<file path="config.mk">
export PLATFORM = sky130hd
export DESIGN_NAME = mpc_ctl
export DESIGN_NICKNAME = d
export VERILOG_FILES = /design/src/rtl/mpc_pkg.sv /design/src/rtl/mpc_run_fsm.sv /design/src/rtl/mpc_irq_latch.sv /design/src/rtl/mpc_xfer_gate.sv /design/src/rtl/mpc_imm_reg.sv /design/src/rtl/mpc_ctl.sv
export SDC_FILE = /design/constraint.sdc
export NUM_CORES = 1
export LEC_CHECK = 0
export ABC_AREA = 1
export CAP_MARGIN = 0
export CORE_UTILIZATION = 25
export DETAILED_ROUTE_END_ITERATION = 12
export PLACE_DENSITY = 0.56
export SKIP_LAST_GASP = 1
export SLEW_MARGIN = 20
export SYNTH_ARGS = -nofsm -noshare
export SYNTH_HDL_FRONTEND = slang
export SYNTH_HIERARCHICAL = 1
export SYNTH_SLANG_ARGS = --single-unit
</file>
<file path="constraint.sdc">
create_clock -name clk -period 2.4 [get_ports clk]
set_input_delay 0.24 -clock clk [delete_from_list [all_inputs] [get_ports clk]]
set_output_delay 0.24 -clock clk [all_outputs]
set_load 0.01 [all_outputs]
</file>
<file path="src/rtl/mpc_pkg.sv">
package mpc_pkg;
    localparam int FLAG_W  = 5;
    localparam int F_IMM   = 0;
    localparam int F_END   = 1;
    localparam int F_RDV   = 2;
    localparam int F_DBG   = 3;
    localparam int F_TRAP  = 4;
    localparam int IRQ_N   = 2;

    typedef enum logic [1:0] {
        ST_STOP = 2'd0,
        ST_RUN  = 2'd1,
        ST_SLOT = 2'd2
    } run_state_e;
endpackage

</file>
<file path="src/rtl/mpc_run_fsm.sv">
module mpc_run_fsm
    import mpc_pkg::*;
(
    input  logic clk,
    input  logic rst_n,
    input  logic issue_vld,
    input  logic flag_end,
    input  logic halt_dt,
    input  logic host_cont,
    output logic running,
    output logic issue_ok
);
    run_state_e state_q, state_d;

    always_ff @(posedge clk) begin
        if (!rst_n) state_q <= ST_STOP;
        else        state_q <= state_d;
    end

    always_comb begin
        state_d = state_q;
        unique case (state_q)
            ST_STOP: if (host_cont) state_d = ST_RUN;
            ST_RUN: begin
                if (issue_vld) begin
                    if (halt_dt)       state_d = ST_STOP;
                    else if (flag_end) state_d = ST_SLOT;
                end
            end
            ST_SLOT: if (issue_vld) state_d = ST_STOP;
            default: state_d = ST_STOP;
        endcase
    end

    always_comb begin
        running  = (state_q != ST_STOP);
        issue_ok = issue_vld && (state_q != ST_STOP);
    end

    a_r2_start: assert property (@(posedge clk) disable iff (!rst_n)
        (state_q == ST_STOP && host_cont) |=> (state_q == ST_RUN));
    a_r3_slot_entry: assert property (@(posedge clk) disable iff (!rst_n)
        (state_q == ST_RUN && issue_vld && flag_end && !halt_dt) |=> (state_q == ST_SLOT));
    a_r3_slot_exit: assert property (@(posedge clk) disable iff (!rst_n)
        (state_q == ST_SLOT && issue_vld) |=> (state_q == ST_STOP));
    a_r10_cont_ignored: assert property (@(posedge clk) disable iff (!rst_n)
        (state_q != ST_STOP && host_cont && !issue_vld) |=> $stable(state_q));
endmodule

</file>
<file path="src/rtl/mpc_irq_latch.sv">
module mpc_irq_latch (
    input  logic clk,
    input  logic rst_n,
    input  logic set_i,
    input  logic clr_i,
    output logic irq_o
);
    logic q;

    always_ff @(posedge clk) begin
        if (!rst_n)     q <= 1'b0;
        else if (set_i) q <= 1'b1;
        else if (clr_i) q <= 1'b0;
    end

    assign irq_o = q;

    a_r9_hold: assert property (@(posedge clk) disable iff (!rst_n)
        (q && !clr_i) |=> q);
    a_r9_set_wins: assert property (@(posedge clk) disable iff (!rst_n)
        set_i |=> q);
endmodule

</file>
<file path="src/rtl/mpc_xfer_gate.sv">
module mpc_xfer_gate #(
    parameter int PEND_DEPTH = 2
) (
    input  logic clk,
    input  logic rst_n,
    input  logic req_i,
    input  logic rdv_i,
    output logic ack_o
);
    localparam int CW = $clog2(PEND_DEPTH + 1);
    localparam logic [CW-1:0] DEPTH_C = CW'(PEND_DEPTH);

    logic [CW-1:0] pend_q;
    logic          ack_q;
    logic          take, accept;

    always_comb begin
        take   = rdv_i && (pend_q != '0);
        accept = req_i && ((pend_q != DEPTH_C) || take);
    end

    always_ff @(posedge clk) begin
        if (!rst_n) begin
            pend_q <= '0;
            ack_q  <= 1'b0;
        end else begin
            pend_q <= pend_q + CW'(accept) - CW'(take);
            ack_q  <= take;
        end
    end

    assign ack_o = ack_q;

    a_r7_ack_needs_pending: assert property (@(posedge clk) disable iff (!rst_n)
        ack_q |-> ($past(pend_q) != '0));
    a_r8_depth_cap: assert property (@(posedge clk) disable iff (!rst_n)
        pend_q <= DEPTH_C);
    a_r7_no_rdv_no_ack: assert property (@(posedge clk) disable iff (!rst_n)
        !rdv_i |=> !ack_q);
endmodule

</file>
<file path="src/rtl/mpc_imm_reg.sv">
module mpc_imm_reg #(
    parameter int WORD_W = 32
) (
    input  logic              clk,
    input  logic              rst_n,
    input  logic              load_i,
    input  logic [WORD_W-1:0] word_i,
    output logic              strobe_o,
    output logic [WORD_W-1:0] value_o
);
    logic              stb_q;
    logic [WORD_W-1:0] val_q;

    always_ff @(posedge clk) begin
        if (!rst_n) begin
            stb_q <= 1'b0;
            val_q <= '0;
        end else begin
            stb_q <= load_i;
            if (load_i) val_q <= word_i;
        end
    end

    assign strobe_o = stb_q;
    assign value_o  = val_q;

    a_r4_keep: assert property (@(posedge clk) disable iff (!rst_n)
        !load_i |=> $stable(val_q));
endmodule

</file>
<file path="src/rtl/mpc_ctl.sv">
module mpc_ctl
    import mpc_pkg::*;
#(
    parameter int WORD_W     = 32,
    parameter int PEND_DEPTH = 2
) (
    input  logic              clk,
    input  logic              rst_n,
    input  logic              issue_vld,
    input  logic [4:0]        ctl_flags,
    input  logic [WORD_W-1:0] lower_word,
    input  logic              host_cont,
    input  logic              xfer_req,
    input  logic              dbg_en,
    input  logic              trap_en,
    input  logic [1:0]        irq_clr,
    output logic              running,
    output logic              dbg_irq,
    output logic              trap_irq,
    output logic              xfer_ack,
    output logic              imm_load,
    output logic [WORD_W-1:0] imm_value
);
    logic             issue_ok;
    logic [IRQ_N-1:0] irq_hit, irq_en_v, irq_flag_v, irq_q;
    logic             halt_dt;

    always_comb begin
        irq_en_v   = {trap_en, dbg_en};
        irq_flag_v = {ctl_flags[F_TRAP], ctl_flags[F_DBG]};
        irq_hit    = {IRQ_N{issue_ok}} & irq_en_v & irq_flag_v;
        halt_dt    = |irq_hit;
    end

    mpc_run_fsm u_fsm (
        .clk       (clk),
        .rst_n     (rst_n),
        .issue_vld (issue_vld),
        .flag_end  (ctl_flags[F_END]),
        .halt_dt   (halt_dt),
        .host_cont (host_cont),
        .running   (running),
        .issue_ok  (issue_ok)
    );

    for (genvar g = 0; g < IRQ_N; g++) begin : g_irq
        mpc_irq_latch u_lat (
            .clk   (clk),
            .rst_n (rst_n),
            .set_i (irq_hit[g]),
            .clr_i (irq_clr[g]),
            .irq_o (irq_q[g])
        );
    end

    assign dbg_irq  = irq_q[0];
    assign trap_irq = irq_q[1];

    mpc_xfer_gate #(.PEND_DEPTH(PEND_DEPTH)) u_xfer (
        .clk   (clk),
        .rst_n (rst_n),
        .req_i (xfer_req),
        .rdv_i (issue_ok && ctl_flags[F_RDV]),
        .ack_o (xfer_ack)
    );

    mpc_imm_reg #(.WORD_W(WORD_W)) u_imm (
        .clk      (clk),
        .rst_n    (rst_n),
        .load_i   (issue_ok && ctl_flags[F_IMM]),
        .word_i   (lower_word),
        .strobe_o (imm_load),
        .value_o  (imm_value)
    );

    a_r5_dbg_gate: assert property (@(posedge clk) disable iff (!rst_n)
        $rose(dbg_irq) |-> $past(dbg_en));
    a_r6_trap_gate: assert property (@(posedge clk) disable iff (!rst_n)
        $rose(trap_irq) |-> $past(trap_en));
    a_r5_dt_stops: assert property (@(posedge clk) disable iff (!rst_n)
        halt_dt |=> !running);
    a_r10_stopped_quiet: assert property (@(posedge clk) disable iff (!rst_n)
        (!running && !xfer_req) |=> !xfer_ack && !imm_load);
endmodule

</file>
==> impl_metrics.py <==
metrics = {
    "sta": {
        "max_slew_margin_pct": 78.4,
        "period_share_pct": 78.1,
        "fin_worst_skew_ps": 2.75,
        "period_needed_ps": 1870,
        "setup_tns_ps": 0,
        "finalHoldViolCount": 0,
        "worst_pin_slew_ps": 324,
        "slew_violations": 0,
        "max_freq_mhz": 534,
        "whs_ps": 470,
        "grt_setup_unrepaired": "no",
        "setup_viol": 0,
    },
    "detailed_routing": {
        "wl_per_cell_um": 8.34,
        "detail-route-antenna-nets": 0,
        "drt_first_pass_iters": 4,
        "via_count": 1734,
        "wl_met3_um": 307,
        "wirelength_um": 3770,
        "met1Wirelength_um": 1730,
        "routed_via_density": 3.84,
        "drtIter0Drc": 48,
        "route.detailed.drc": 0,
        "top_layer": "met4",
        "routed-wl-met2_um": 1680,
    },
    "synthesis": {
        "ys_ff_latch": 40,
        "synth-seq-area-share_pct": 44.8,
        "yosys_warnings": 6,
        "syn_area_sq_um": 1790,
        "syn_nets": 322,
        "ys_types": 15,
        "synth_area_per_cell_sq_um": 6.53,
        "syn_inst": 274,
    },
    "global_routing": {
        "grt_pass1_wl_um": 6120,
        "grt_pass1_vias": 1463,
        "antenna_found_initial": 0,
        "grtUsageTotal_pct": 10.4,
        "grt.overflow.total": 0,
        "grt_max_degree": 35,
    },
    "worst_setup_path": {
        "reg2reg_from": "u_fsm/state_q[1]",
        "slowest_stage": "dfxtp_1",
        "required_ps": 2580,
        "rrSetupSlack_ps": 530,
        "critPathKind": "flip-flop to flip-flop",
        "crit_chain": "nor2_1 > nor2_1 > nand2_1 > inv_1 > o21ai_0 > inv_1 > ha_1 > inv_1 > ha_1 > inv_1 > nand2_1 > nand3_1 > nand2_1 > nor2_1",
        "cp-start-kind": "flip-flop",
        "critPathMostFrequentCell": "inv_1",
        "cp-startpoint": "u_fsm/state_q[1]",
        "worst-path-max-fanout": 5,
        "endpoint_kind": "flip-flop",
        "cp.arrival_ps": 2060,
        "max_stage_delay_ps": 400,
    },
    "die": {
        "start_util_pct": 26.0,
        "die_height_um": 86.6,
        "die_x_um": 86.6,
        "row_count": 30,
        "dieArea_sq_um": 7500,
        "ios": 83,
        "core_sq_um": 6870,
    },
    "clocking": {
        "insertion_delay_ps": 280,
        "ctsHtreeMaxLevel": 2,
        "cts_root_buffer": "clkbuf_8",
        "cts_setup_buffers": 0,
        "clock-sinks": 40,
        "cts_max_path_buffers": 2,
        "clkSlewWorstSetupHoldPaths_ps": 70,
        "cts_tree": "built",
        "numCtsBuffers": 5,
        "ctsHoldBuffers": 0,
        "ctsResizeCount": 0,
    },
    "cells_and_area": {
        "diodes": 0,
        "final_area_sq_um": 2750,
        "seqCellArea_sq_um": 801,
        "multi_input_area_sq_um": 689,
        "nNetsFinal": 404,
        "drive_gt1_share_pct": 4.78,
        "syn2layout_area_growth_pct": 53.4,
        "fillers": 734,
        "final_cells": 452,
    },
    "power_and_ir_drop": {
        "p_total_mw": 1.61,
        "ir_worst_vdd_v": 0.000178,
        "p_leak_nw": 1.30,
        "powerDensity_nw_per_um2": 587,
    },
    "placement": {
        "place_congestion": 0.680,
        "io_buffers": 82,
        "place_inst": 445,
        "post_dp_cell_area_sq_um": 2670,
        "hpwl_um": 2760,
    },
    "min_path": {
        "hp-class": "flip-flop to flip-flop",
        "worstHoldStart": "u_imm/value_o[20]",
    },
    "status": {
        "outcome": "complete, no violations",
    },
    "flow_run": {
        "maxCapViolations": 0,
    },
}
-- layout by cell type (no fill, tap or decap), types with 2 or more instances in the layout --
cell type / count
a21oi_2: 3
clkbuf_8: 5
nor2_1: 72
nand3_1: 3
clkdlybuf4s50_1: 82
nand2_1: 81
ha_1: 2
buf_4: 4
nand3_2: 2
dfxtp_1: 40
inv_1: 54
-- Yosys cell counts --
library cell | instances | area (sq um)
o21ai_0 | 1 | 5.00
nand2_2 | 1 | 6.26
a21oi_1 | 1 | 5.00
nand3_2 | 2 | 20.0
inv_1 | 55 | 206
nor2_1 | 72 | 270
nor3_1 | 1 | 5.00
nand2_1 | 81 | 304
nand3_1 | 3 | 15.0
ha_1 | 2 | 25.0
o31ai_1 | 1 | 7.51
dfxtp_1 | 40 | 801
buf_6 | 6 | 67.6
buf_2 | 5 | 25.0
a21oi_2 | 3 | 26.3
-- state kept, by name, indices dropped and copies added, names as in the netlist --
register / flops
g_irq.u_lat/irq_o: 2
u_xfer/pend_q: 2
u_imm/strobe_o: 1
u_fsm/state_q: 2
u_imm/value_o: 32
u_xfer/ack_o: 1
-- critical path, delay by kind of cell (launching register included) --
kind,cells,cell delay (ps)
flops,1,400
simple gates,7,640
fa+ha+maj,2,380
compound gates,1,100
buf+inv,4,240
-- final timing paths --
check                                          to  cells after the start
worst max-delay path             u_xfer/pend_q[1]                     14
worst min-delay path            u_imm/value_o[20]                      2
worst max register to register   u_xfer/pend_q[1]                     14
worst min register to register  u_imm/value_o[20]                      2
-- cell families (layout without fill, tap and decap cells) --
| kind of cell | Yosys count | in the layout | synth area share [%] |
|---|---|---|---|
| buf+inv | 66 | 148 | 16.7 |
| simple gates | 160 | 160 | 34.7 |
| compound gates | 6 | 6 | 2.45 |
| fa+ha+maj | 2 | 2 | 1.40 |
| flops | 40 | 40 | 44.8 |
-- power breakdown --
group	leakage [nW]	internal [mW]	switching, mW	total [mW]
Clock	0.0410	0.198	0.216	0.414
Combinational	0.935	0.237	0.196	0.432
Sequential	0.326	0.729	0.0359	0.765
-- through the flow --
step	setup slack, ps	utilization (%)
2_1_floorplan	723	-
3_3_place_gp	316	38.8
3_5_place_dp	230	38.8
4_1_cts	489	40.0
5_1_grt	282	40.0
6_report	526	40.0
-- layout make-up --
cell class / instances / share of cell area, %
Tap cell: 96 / 4.38
Sequential cell: 40 / 29.2
Timing Repair Buffer: 86 / 31.0
Inverter: 55 / 7.52
Clock buffer: 6 / 2.64
Multi-Input combinational cell: 168 / 25.1
Clock inverter: 1 / 0.182
-- routing by layer --
metal / global-route usage [%] / vias to the layer above
met5: 0 / -
met4: 4.55 / 0
met3: 3.62 / 7
met1: 12.3 / 734
li1: - / 936
met2: 17.2 / 57
No activity file was read; power rests on OpenSTA's default activity.
